===== src/rtl/hubm_pkg.sv =====
`timescale 1ns/1ps
package hubm_pkg;
   localparam int WIN_BITS = 19;

   localparam logic [WIN_BITS-1:0] OFS_MODE  = 19'h00000;
   localparam logic [WIN_BITS-1:0] OFS_DLY   = 19'h00004;
   localparam logic [WIN_BITS-1:0] OFS_EN    = 19'h00010;
   localparam logic [WIN_BITS-1:0] OFS_SET   = 19'h00018;
   localparam logic [WIN_BITS-1:0] OFS_CLR   = 19'h00020;
   localparam logic [WIN_BITS-1:0] OFS_EADDR = 19'h00070;
   localparam logic [WIN_BITS-1:0] OFS_VER   = 19'h00074;
   localparam logic [WIN_BITS-1:0] OFS_PRST  = 19'h000D0;
   localparam logic [WIN_BITS-1:0] OFS_BRG   = 19'h001D0;
   localparam logic [WIN_BITS-1:0] OFS_ECTL  = 19'h002E0;

   localparam logic [WIN_BITS-1:0] BREAK_OFS  = 19'h00004;
   localparam logic [31:0]         BREAK_WORD = 32'hC0DE_0000;

   localparam logic [31:0] MODE_WMASK = 32'hDFFF_FF10;
   localparam logic [31:0] ECTL_WMASK = 32'h0000_C000;

   // port reset command bits
   localparam int PR_ALL_MASTER = 29;
   localparam int PR_ALL_LINK   = 28;
   localparam int PR_REGS       = 27;
   localparam int PR_LERR       = 26;
   // bridge command bits
   localparam int BR_GEN = 31;
   localparam int BR_ERR = 30;
   // error control
   localparam int EC_MCHK = 15;

   typedef enum logic {ST_IDLE, ST_WAIT} seq_state_t;
endpackage


===== src/rtl/hubm_decode.sv =====
`timescale 1ns/1ps
module hubm_decode
   import hubm_pkg::*;
#(
   parameter int ADDR_W  = 23,
   parameter int N_LINKS = 8,
   parameter int LIDX_W  = 3
) (
   input  logic [ADDR_W-1:0]   addr,
   output logic                is_reg,
   output logic                is_link,
   output logic [LIDX_W-1:0]   link_idx,
   output logic [WIN_BITS-1:0] win_off
);
   localparam int RGN_W = ADDR_W - WIN_BITS;

   logic [RGN_W-1:0] rgn;
   logic [RGN_W-1:0] lsel;

   if (RGN_W < LIDX_W || (2 ** RGN_W) <= N_LINKS) begin : g_bad_rgn
      $error("hubm_decode: ADDR_W too small to hold all link windows");
   end

   assign rgn      = addr[ADDR_W-1:WIN_BITS];
   assign lsel     = rgn - RGN_W'(1);
   assign is_reg   = (rgn == '0);
   assign is_link  = !is_reg && (lsel < RGN_W'(N_LINKS));
   assign link_idx = lsel[LIDX_W-1:0];
   assign win_off  = addr[WIN_BITS-1:0];
endmodule


===== src/rtl/hubm_setup_timer.sv =====
`timescale 1ns/1ps
module hubm_setup_timer #(
   parameter int SETUP_CYC = 16,
   parameter int CNT_W     = 5
) (
   input  logic clk,
   input  logic rst_n,
   input  logic start,
   input  logic en,
   output logic ready
);
   logic [CNT_W-1:0] cnt;

   always_ff @(posedge clk or negedge rst_n) begin
      if (!rst_n)
         cnt <= '0;
      else if (start)
         cnt <= CNT_W'(SETUP_CYC);
      else if (cnt != '0)
         cnt <= cnt - CNT_W'(1);
   end

   assign ready = en && (cnt == '0);
endmodule


===== src/rtl/hubm_regs.sv =====
`timescale 1ns/1ps
module hubm_regs
   import hubm_pkg::*;
#(
   parameter int          N_LINKS = 8,
   parameter logic [31:0] VERSION = 32'h0001_0008
) (
   input  logic                clk,
   input  logic                rst_n,
   input  logic                wr,
   input  logic [WIN_BITS-1:0] off,
   input  logic [31:0]         wdata,
   input  logic                acc_err,
   input  logic [31:0]         acc_addr,
   input  logic                lnk_err,
   input  logic [N_LINKS-1:0]  plug,
   output logic [N_LINKS-1:0]  en,
   output logic [N_LINKS-1:0]  set_start,
   output logic [N_LINKS-1:0]  lnk_rst,
   output logic                mchk,
   output logic [31:0]         rdata
);
   logic [31:0] mode_q, dly_q, ectl_q, eaddr_q;
   logic [1:0]  errst_q;            // [1] refused access, [0] link error
   logic [N_LINKS-1:0] en_q, set_bits, clr_bits;
   logic [31:0] en_map, plug_map;
   logic wr_mode, wr_dly, wr_set, wr_clr, wr_prst, wr_brg, wr_ectl;

   assign wr_mode = wr && (off == OFS_MODE);
   assign wr_dly  = wr && (off == OFS_DLY);
   assign wr_set  = wr && (off == OFS_SET);
   assign wr_clr  = wr && (off == OFS_CLR);
   assign wr_prst = wr && (off == OFS_PRST);
   assign wr_brg  = wr && (off == OFS_BRG);
   assign wr_ectl = wr && (off == OFS_ECTL);

   for (genvar g = 0; g < N_LINKS; g++) begin : g_bit
      assign set_bits[g]  = wr_set && wdata[31-g];
      assign clr_bits[g]  = wr_clr && wdata[31-g];
      assign set_start[g] = set_bits[g] && !en_q[g];
   end

   always_comb begin
      en_map   = '0;
      plug_map = '0;
      for (int n = 0; n < N_LINKS; n++) begin
         en_map[31-n]   = en_q[n];
         plug_map[31-n] = plug[n];
      end
   end

   always_ff @(posedge clk or negedge rst_n) begin
      if (!rst_n) begin
         mode_q  <= '0;
         dly_q   <= '0;
         ectl_q  <= '0;
         eaddr_q <= '0;
         errst_q <= '0;
         en_q    <= '0;
         lnk_rst <= '0;
      end else begin
         lnk_rst <= {N_LINKS{wr_prst && wdata[PR_ALL_LINK]}};
         if (wr_mode) mode_q <= wdata & MODE_WMASK;
         if (wr_dly)  dly_q  <= wdata;
         if (wr_ectl) ectl_q <= wdata & ECTL_WMASK;
         if (wr_prst && wdata[PR_REGS]) begin
            mode_q <= '0;
            dly_q  <= '0;
            ectl_q <= '0;
         end
         if (wr_prst && (wdata[PR_ALL_MASTER] || wdata[PR_ALL_LINK]))
            en_q <= '0;
         else
            en_q <= (en_q | set_bits) & ~clr_bits;
         if (wr_prst && wdata[PR_ALL_MASTER]) begin
            errst_q <= '0;
            eaddr_q <= '0;
         end
         if (wr_prst && wdata[PR_LERR]) errst_q[0] <= 1'b0;
         if (wr_brg && wdata[BR_GEN]) begin
            errst_q <= '0;
            eaddr_q <= '0;
         end else if (wr_brg && wdata[BR_ERR]) begin
            errst_q <= '0;
         end
         if (acc_err) begin
            errst_q[1] <= 1'b1;
            eaddr_q    <= acc_addr;
         end
         if (lnk_err) errst_q[0] <= 1'b1;
      end
   end

   always_comb begin
      case (off)
         OFS_MODE:  rdata = mode_q;
         OFS_DLY:   rdata = dly_q;
         OFS_EN:    rdata = en_map;
         OFS_SET:   rdata = plug_map;
         OFS_EADDR: rdata = eaddr_q;
         OFS_VER:   rdata = VERSION;
         OFS_BRG:   rdata = {errst_q, 30'b0};
         OFS_ECTL:  rdata = ectl_q;
         default:   rdata = '0;
      endcase
   end

   assign en   = en_q;
   assign mchk = ectl_q[EC_MCHK] && errst_q[1];
endmodule


===== src/rtl/hubm_link_ctrl.sv =====
`timescale 1ns/1ps
module hubm_link_ctrl
   import hubm_pkg::*;
#(
   parameter int          N_LINKS   = 8,
   parameter int          ADDR_W    = 23,
   parameter int          SETUP_CYC = 500000,
   parameter logic [31:0] VERSION   = 32'h0001_0008
) (
   input  logic                   clk,
   input  logic                   rst_n,
   input  logic                   up_req,
   input  logic                   up_we,
   input  logic [ADDR_W-1:0]      up_addr,
   input  logic [31:0]            up_wdata,
   output logic                   up_rsp_valid,
   output logic                   up_rsp_err,
   output logic [31:0]            up_rdata,
   input  logic [N_LINKS-1:0]     plug_det,
   output logic [N_LINKS-1:0]     lnk_req,
   output logic                   lnk_we,
   output logic [WIN_BITS-1:0]    lnk_addr,
   output logic [31:0]            lnk_wdata,
   input  logic [N_LINKS-1:0]     lnk_rsp_valid,
   input  logic [N_LINKS-1:0]     lnk_rsp_err,
   input  logic [32*N_LINKS-1:0]  lnk_rsp_data,
   output logic [N_LINKS-1:0]     lnk_break,
   output logic [N_LINKS-1:0]     lnk_rst,
   output logic                   mchk
);
   localparam int LIDX_W = (N_LINKS > 1) ? $clog2(N_LINKS) : 1;
   localparam int CNT_W  = (SETUP_CYC > 0) ? $clog2(SETUP_CYC + 1) : 1;

   if (N_LINKS < 1 || N_LINKS > 8) begin : g_bad_links
      $error("hubm_link_ctrl: N_LINKS must be 1..8");
   end
   if (ADDR_W > 32 || ADDR_W <= WIN_BITS) begin : g_bad_addr
      $error("hubm_link_ctrl: ADDR_W must be 20..32");
   end
   if (SETUP_CYC < 0) begin : g_bad_setup
      $error("hubm_link_ctrl: SETUP_CYC must not be negative");
   end

   logic                dec_reg, dec_link;
   logic [LIDX_W-1:0]   dec_idx, wait_idx;
   logic [WIN_BITS-1:0] dec_off;
   logic [N_LINKS-1:0]  en, set_start, ready;
   logic [31:0]         reg_rdata, sel_data;
   logic                go, reg_wr, link_ok, is_brk, acc_err, lnk_err, rsp_hit;
   seq_state_t          st;

   hubm_decode #(.ADDR_W(ADDR_W), .N_LINKS(N_LINKS), .LIDX_W(LIDX_W)) u_dec (
      .addr(up_addr), .is_reg(dec_reg), .is_link(dec_link),
      .link_idx(dec_idx), .win_off(dec_off)
   );

   for (genvar g = 0; g < N_LINKS; g++) begin : g_lnk
      if (SETUP_CYC == 0) begin : g_notimer
         assign ready[g] = en[g];
      end else begin : g_timer
         hubm_setup_timer #(.SETUP_CYC(SETUP_CYC), .CNT_W(CNT_W)) u_tmr (
            .clk(clk), .rst_n(rst_n), .start(set_start[g]),
            .en(en[g]), .ready(ready[g])
         );
      end
   end

   assign go       = up_req && (st == ST_IDLE);
   assign reg_wr   = go && dec_reg && up_we;
   assign link_ok  = dec_link && ready[dec_idx];
   assign is_brk   = up_we && (dec_off == BREAK_OFS) && (up_wdata == BREAK_WORD);
   assign acc_err  = go && !dec_reg && !link_ok;
   assign rsp_hit  = (st == ST_WAIT) && lnk_rsp_valid[wait_idx];
   assign lnk_err  = rsp_hit && lnk_rsp_err[wait_idx];
   assign sel_data = lnk_rsp_data[32*wait_idx +: 32];

   hubm_regs #(.N_LINKS(N_LINKS), .VERSION(VERSION)) u_regs (
      .clk(clk), .rst_n(rst_n), .wr(reg_wr), .off(dec_off), .wdata(up_wdata),
      .acc_err(acc_err), .acc_addr(32'(up_addr)), .lnk_err(lnk_err),
      .plug(plug_det), .en(en), .set_start(set_start), .lnk_rst(lnk_rst),
      .mchk(mchk), .rdata(reg_rdata)
   );

   always_ff @(posedge clk or negedge rst_n) begin
      if (!rst_n) begin
         st           <= ST_IDLE;
         wait_idx     <= '0;
         up_rsp_valid <= 1'b0;
         up_rsp_err   <= 1'b0;
         up_rdata     <= '0;
         lnk_req      <= '0;
         lnk_break    <= '0;
         lnk_we       <= 1'b0;
         lnk_addr     <= '0;
         lnk_wdata    <= '0;
      end else begin
         up_rsp_valid <= 1'b0;
         up_rsp_err   <= 1'b0;
         lnk_req      <= '0;
         lnk_break    <= '0;
         if (go) begin
            if (dec_reg) begin
               up_rsp_valid <= 1'b1;
               up_rdata     <= up_we ? 32'h0 : reg_rdata;
            end else if (link_ok && is_brk) begin
               lnk_break[dec_idx] <= 1'b1;
               up_rsp_valid       <= 1'b1;
               up_rdata           <= '0;
            end else if (link_ok) begin
               lnk_req[dec_idx] <= 1'b1;
               lnk_we           <= up_we;
               lnk_addr         <= dec_off;
               lnk_wdata        <= up_wdata;
               wait_idx         <= dec_idx;
               st               <= ST_WAIT;
            end else begin
               up_rsp_valid <= 1'b1;
               up_rsp_err   <= 1'b1;
               up_rdata     <= '0;
            end
         end else if (rsp_hit) begin
            up_rsp_valid <= 1'b1;
            up_rsp_err   <= lnk_rsp_err[wait_idx];
            up_rdata     <= sel_data;
            st           <= ST_IDLE;
         end
      end
   end
endmodule


===== config.mk =====
export PLATFORM = sky130hd
export DESIGN_NAME = hubm_link_ctrl
export DESIGN_NICKNAME = d
export VERILOG_FILES = /design/src/rtl/hubm_pkg.sv /design/src/rtl/hubm_decode.sv /design/src/rtl/hubm_setup_timer.sv /design/src/rtl/hubm_regs.sv /design/src/rtl/hubm_link_ctrl.sv
export SDC_FILE = /design/constraint.sdc
export NUM_CORES = 1
export LEC_CHECK = 0
export BUFFER_PORTS_ARGS = -buffer_cell sky130_fd_sc_hd__buf_4
export CAP_MARGIN = 25
export CORE_MARGIN = 2
export CORE_UTILIZATION = 30
export DETAILED_ROUTE_END_ITERATION = 10
export PLACE_DENSITY = 0.59
export SLEW_MARGIN = 20
export SYNTH_ARGS = -nofsm -noshare
export SYNTH_HDL_FRONTEND = slang
export SYNTH_HIERARCHICAL = 1
export SYNTH_SLANG_ARGS = --single-unit

===== constraint.sdc =====
create_clock -name clk -period 3.9 [get_ports clk]
set_input_delay 0.78 -clock clk [delete_from_list [all_inputs] [get_ports clk]]
set_output_delay 0.78 -clock clk [all_outputs]
set_load 0.02 [all_outputs]

==> summary.md <==
| Metric | Value |
|---|---|
| Post-synth top area cell | `dfrtp_1` |
| Outcome | `finished clean` |
| IO Pins | `450` |
| CTS tree | `done` |
| Synth area leaders | `dfrtp_1 (43%), mux4_2 (7.3%), nand2_1 (5.0%)` |
| DR top layer | `met5` |
| Final worst slack | `434 ps` |
| Layout cell share with drive strength beyond 1 | `0.331` |
| Distinct cells, synth | `76` |
| CTS sink count | `359` |
| Routed wl met2 | `36,500 um` |
| Setup violators final | `0` |
| Initial antenna violation count | `4` |
| FF+latch count, synth | `359` |
| Routed vias | `18,600` |
| Post-DR vias/cell | `around 5.4` |
| Seq/Total Area, Yosys | `0.428` |
| Avg Cell Area, Syn | `between 10 and 15 um^2` |
| Metal-1 WL | `roughly 28,000 um` |
| Worst ir drop on vdd | `0.420 mV` |
| Final wirelength | `approximately 74,000 um` |
| Syn Inst Count | `2,035` |
| Area after DPL | `0.0256 mm^2` |
| Final hold vios | `0` |
| Critical path endpoint category | `flop` |
| Final Instance Area | `0.0271 mm^2` |
| Die height | `269 um` |
| Unrepaired setup endpoints after global routing | `false` |
| GRT Total Usage | `0.201` |
| Clock buffer depth | `3` |
| Fin crit share | `0.889` |
| Worst-margin pin slew | `999 ps` |
| Post-synth top area share | `0.428` |
| Routed met3 length | `between 4000 and 5000 um` |
| Setup TNS | `0 ps` |
| Pre-antenna DRT Iters | `7` |
| Area delta synth->final | `29.2%` |
| Initial drt markers | `1,549` |
| Worst Skew | `~39 ps` |
| Most numerous cell in the Yosys netlist | `dfrtp_1` |
| Post-route DRC | `0` |
| Layout Nets | `2,831` |
| Routability congestion estimate | `around 0.91` |
| Post-detailed-route count of antenna-violating nets | `0` |
| Worst Setup Start Kind | `flop` |
| Row cnt | `96` |
| CP Class | `flop to flop` |
| Grt total ovfl | `0` |
| Async set or reset register ratio after synthesis | `1.00` |
| Initial Util | `0.305` |
| Clk slew on worst S/H paths | `60 ps` |
| Largest net degree at the start of global routing | `91` |
| Post-synth EDFFs | `0` |
| Hold/Removal Path Class | `input pin to asynchronous set/reset pin` |
| Post-Syn Area | `0.0210 mm^2` |
| Yosys warns | `6` |
| Most frequent cells after synthesis | `dfrtp_1 (359), nand2_1 (278), nor2_1 (110)` |
| Hold buffers post-CTS | `0` |
| Reg2Reg Depth | `11` |
| Fin cells | `3,453` |
| Core ar. | `0.0689 mm^2` |
| Max frequency | `289 MHz` |
| Max FO, Critical Path | `21` |
| Critical Path RT | `4350 ps` |
| Post-CTS Setup Bufs | `0` |
| Most used DFF post-synth | `dfrtp_1` |
| CTS resizes | `0` |
| HPWL after DPL | `55,400 um` |
| First-pass GRT wire length | `112,000 um` |
| CTS Buf Count | `45` |
| Worst Hold Slack | `about 230 ps` |
| Chip Width | `approximately 270 um` |
| Max Cap Violations | `0` |
| Clk_lat worst skew | `610 ps` |
| FILL cells | `6,856` |
| Max-slew violation count | `0` |
| Number of port buffers | `449` |
| Leak | `0.0116 uW` |
| Avg WL per Cell | `21.3 um` |
| Dpl ws | `179 ps` |
| Dpl cells | `3,367` |
| Worst EP arrival | `3920 ps` |
| H-tree Lvls | `2` |
| DIE AREA | `0.0721 mm^2` |
| Fin crit period | `3470 ps` |
| Worst rel slew slack | `0.332` |
| Clk root buf | `clkbuf_16` |
| Power Density | `between 400 and 500 mW/mm^2` |
| Vias in the first global route | `19,100` |
[layout by cell type, fill, tap and decap left out, types with 13 or more instances in the layout]
| cell type | count |
|---|---|
| buf_4 | 511 |
| or4b_1 | 16 |
| dfrtp_1 | 357 |
| or4_1 | 35 |
| nor4b_1 | 15 |
| and3_1 | 13 |
| a222oi_1 | 14 |
| or3_1 | 32 |
| clkbuf_16 | 45 |
| o21ai_1 | 53 |
| mux2_2 | 61 |
| a21oi_1 | 100 |
| a211oi_1 | 14 |
| mux4_2 | 68 |
| nand2_1 | 278 |
| nor2b_1 | 19 |
| nor2_1 | 108 |
| nand2b_1 | 56 |
| a22oi_1 | 34 |
| nand4_1 | 40 |
| o31ai_1 | 32 |
| nor3b_1 | 28 |
| nor4_1 | 40 |
| inv_1 | 53 |
| nand3_1 | 41 |
| mux2_4 | 28 |
| mux2i_1 | 38 |
| nor3_2 | 20 |
| nor3_1 | 86 |
| a22o_1 | 22 |
| o21ai_0 | 13 |
[per-layer routing]
metal | global-route usage | up-vias
li1 | - | 8575
met1 | 0.245 | 9200
met2 | 0.339 | 710
met3 | 0.0351 | 155
met4 | 0.110 | 2
met5 | 0 | -
[worst max-delay path, stage by stage (launching register included)]
cell and delay, ps:
dfrtp_1 430, inv_1 80, ha_1 270, nor4b_4 380, nand3_2 140, nor3_1 480, mux2_2 260, nand3_1 110
o211a_1 190, o21a_2 390, buf_12 250, mux2_4 310
[metrics by stage]
stage / utilization / total power [uW]
floorplan: - / 6300
global placement: 0.371 / 7770
detailed placement: 0.371 / 7810
CTS: 0.393 / 12300
global route: 0.393 / 12600
finish: 0.393 / 12100
[registers in the layout, summed over array words and instances (netlist names)]
name,flops
up_rsp_err,1
u_regs/dly_q,32
g_lnk.g_timer.u_tmr/cnt,152
wait_idx,3
u_regs/errst_q,2
lnk_wdata,32
u_regs/mode_q,24
lnk_we,1
up_rsp_valid,1
u_regs/en,8
lnk_addr,19
u_regs/lnk_rst,1
lnk_req,8
up_rdata,32
lnk_break,8
st,1
u_regs/eaddr_q,32
u_regs/ectl_q,2
[path summary, 6_finish.rpt]
kind / startpoint / to / slack [ps]
setup / recovery: g_lnk[2].g_timer.u_tmr/cnt[0] / up_rdata[27] / 430
setup reg to reg: g_lnk[2].g_timer.u_tmr/cnt[0] / up_rdata[27] / 430
max in group asynchronous: rst_n / up_rdata[27] / 2710
hold / removal: rst_n / up_rdata[8] / 230
hold reg to reg: u_regs/dly_q[6] / u_regs/dly_q[6] / 500
min in group clk: up_wdata[6] / u_regs/dly_q[6] / 430
[where the power goes]
part | switching, uW | internal, uW | total (uW)
clock network | 1780 | 2610 | 4380
logic | 1590 | 1660 | 3250
registers | 355 | 4130 | 4490
total | 3720 | 8400 | 12100
[area by class of cell]
class	instances	area, um^2	area share
clock buffers	61	1290	0.0474
multi-input cells	1500	11100	0.410
flip-flops and latches	359	8990	0.331
well taps	931	1160	0.0429
diodes	2	5.00	0.000185
clock inverters	23	279	0.0103
inverters	53	199	0.00733
repair buffers	524	4090	0.151
[cells by family after synthesis]
kind of cell | synth area share
compound gates | 0.119
xor+xnor | 0.000417
fa+ha+maj | 0.00536
buf+inv | 0.0459
flops | 0.428
mux | 0.149
other cells | 0.000179
simple gates | 0.253
Note: power is estimated with default switching activity, not from simulation.
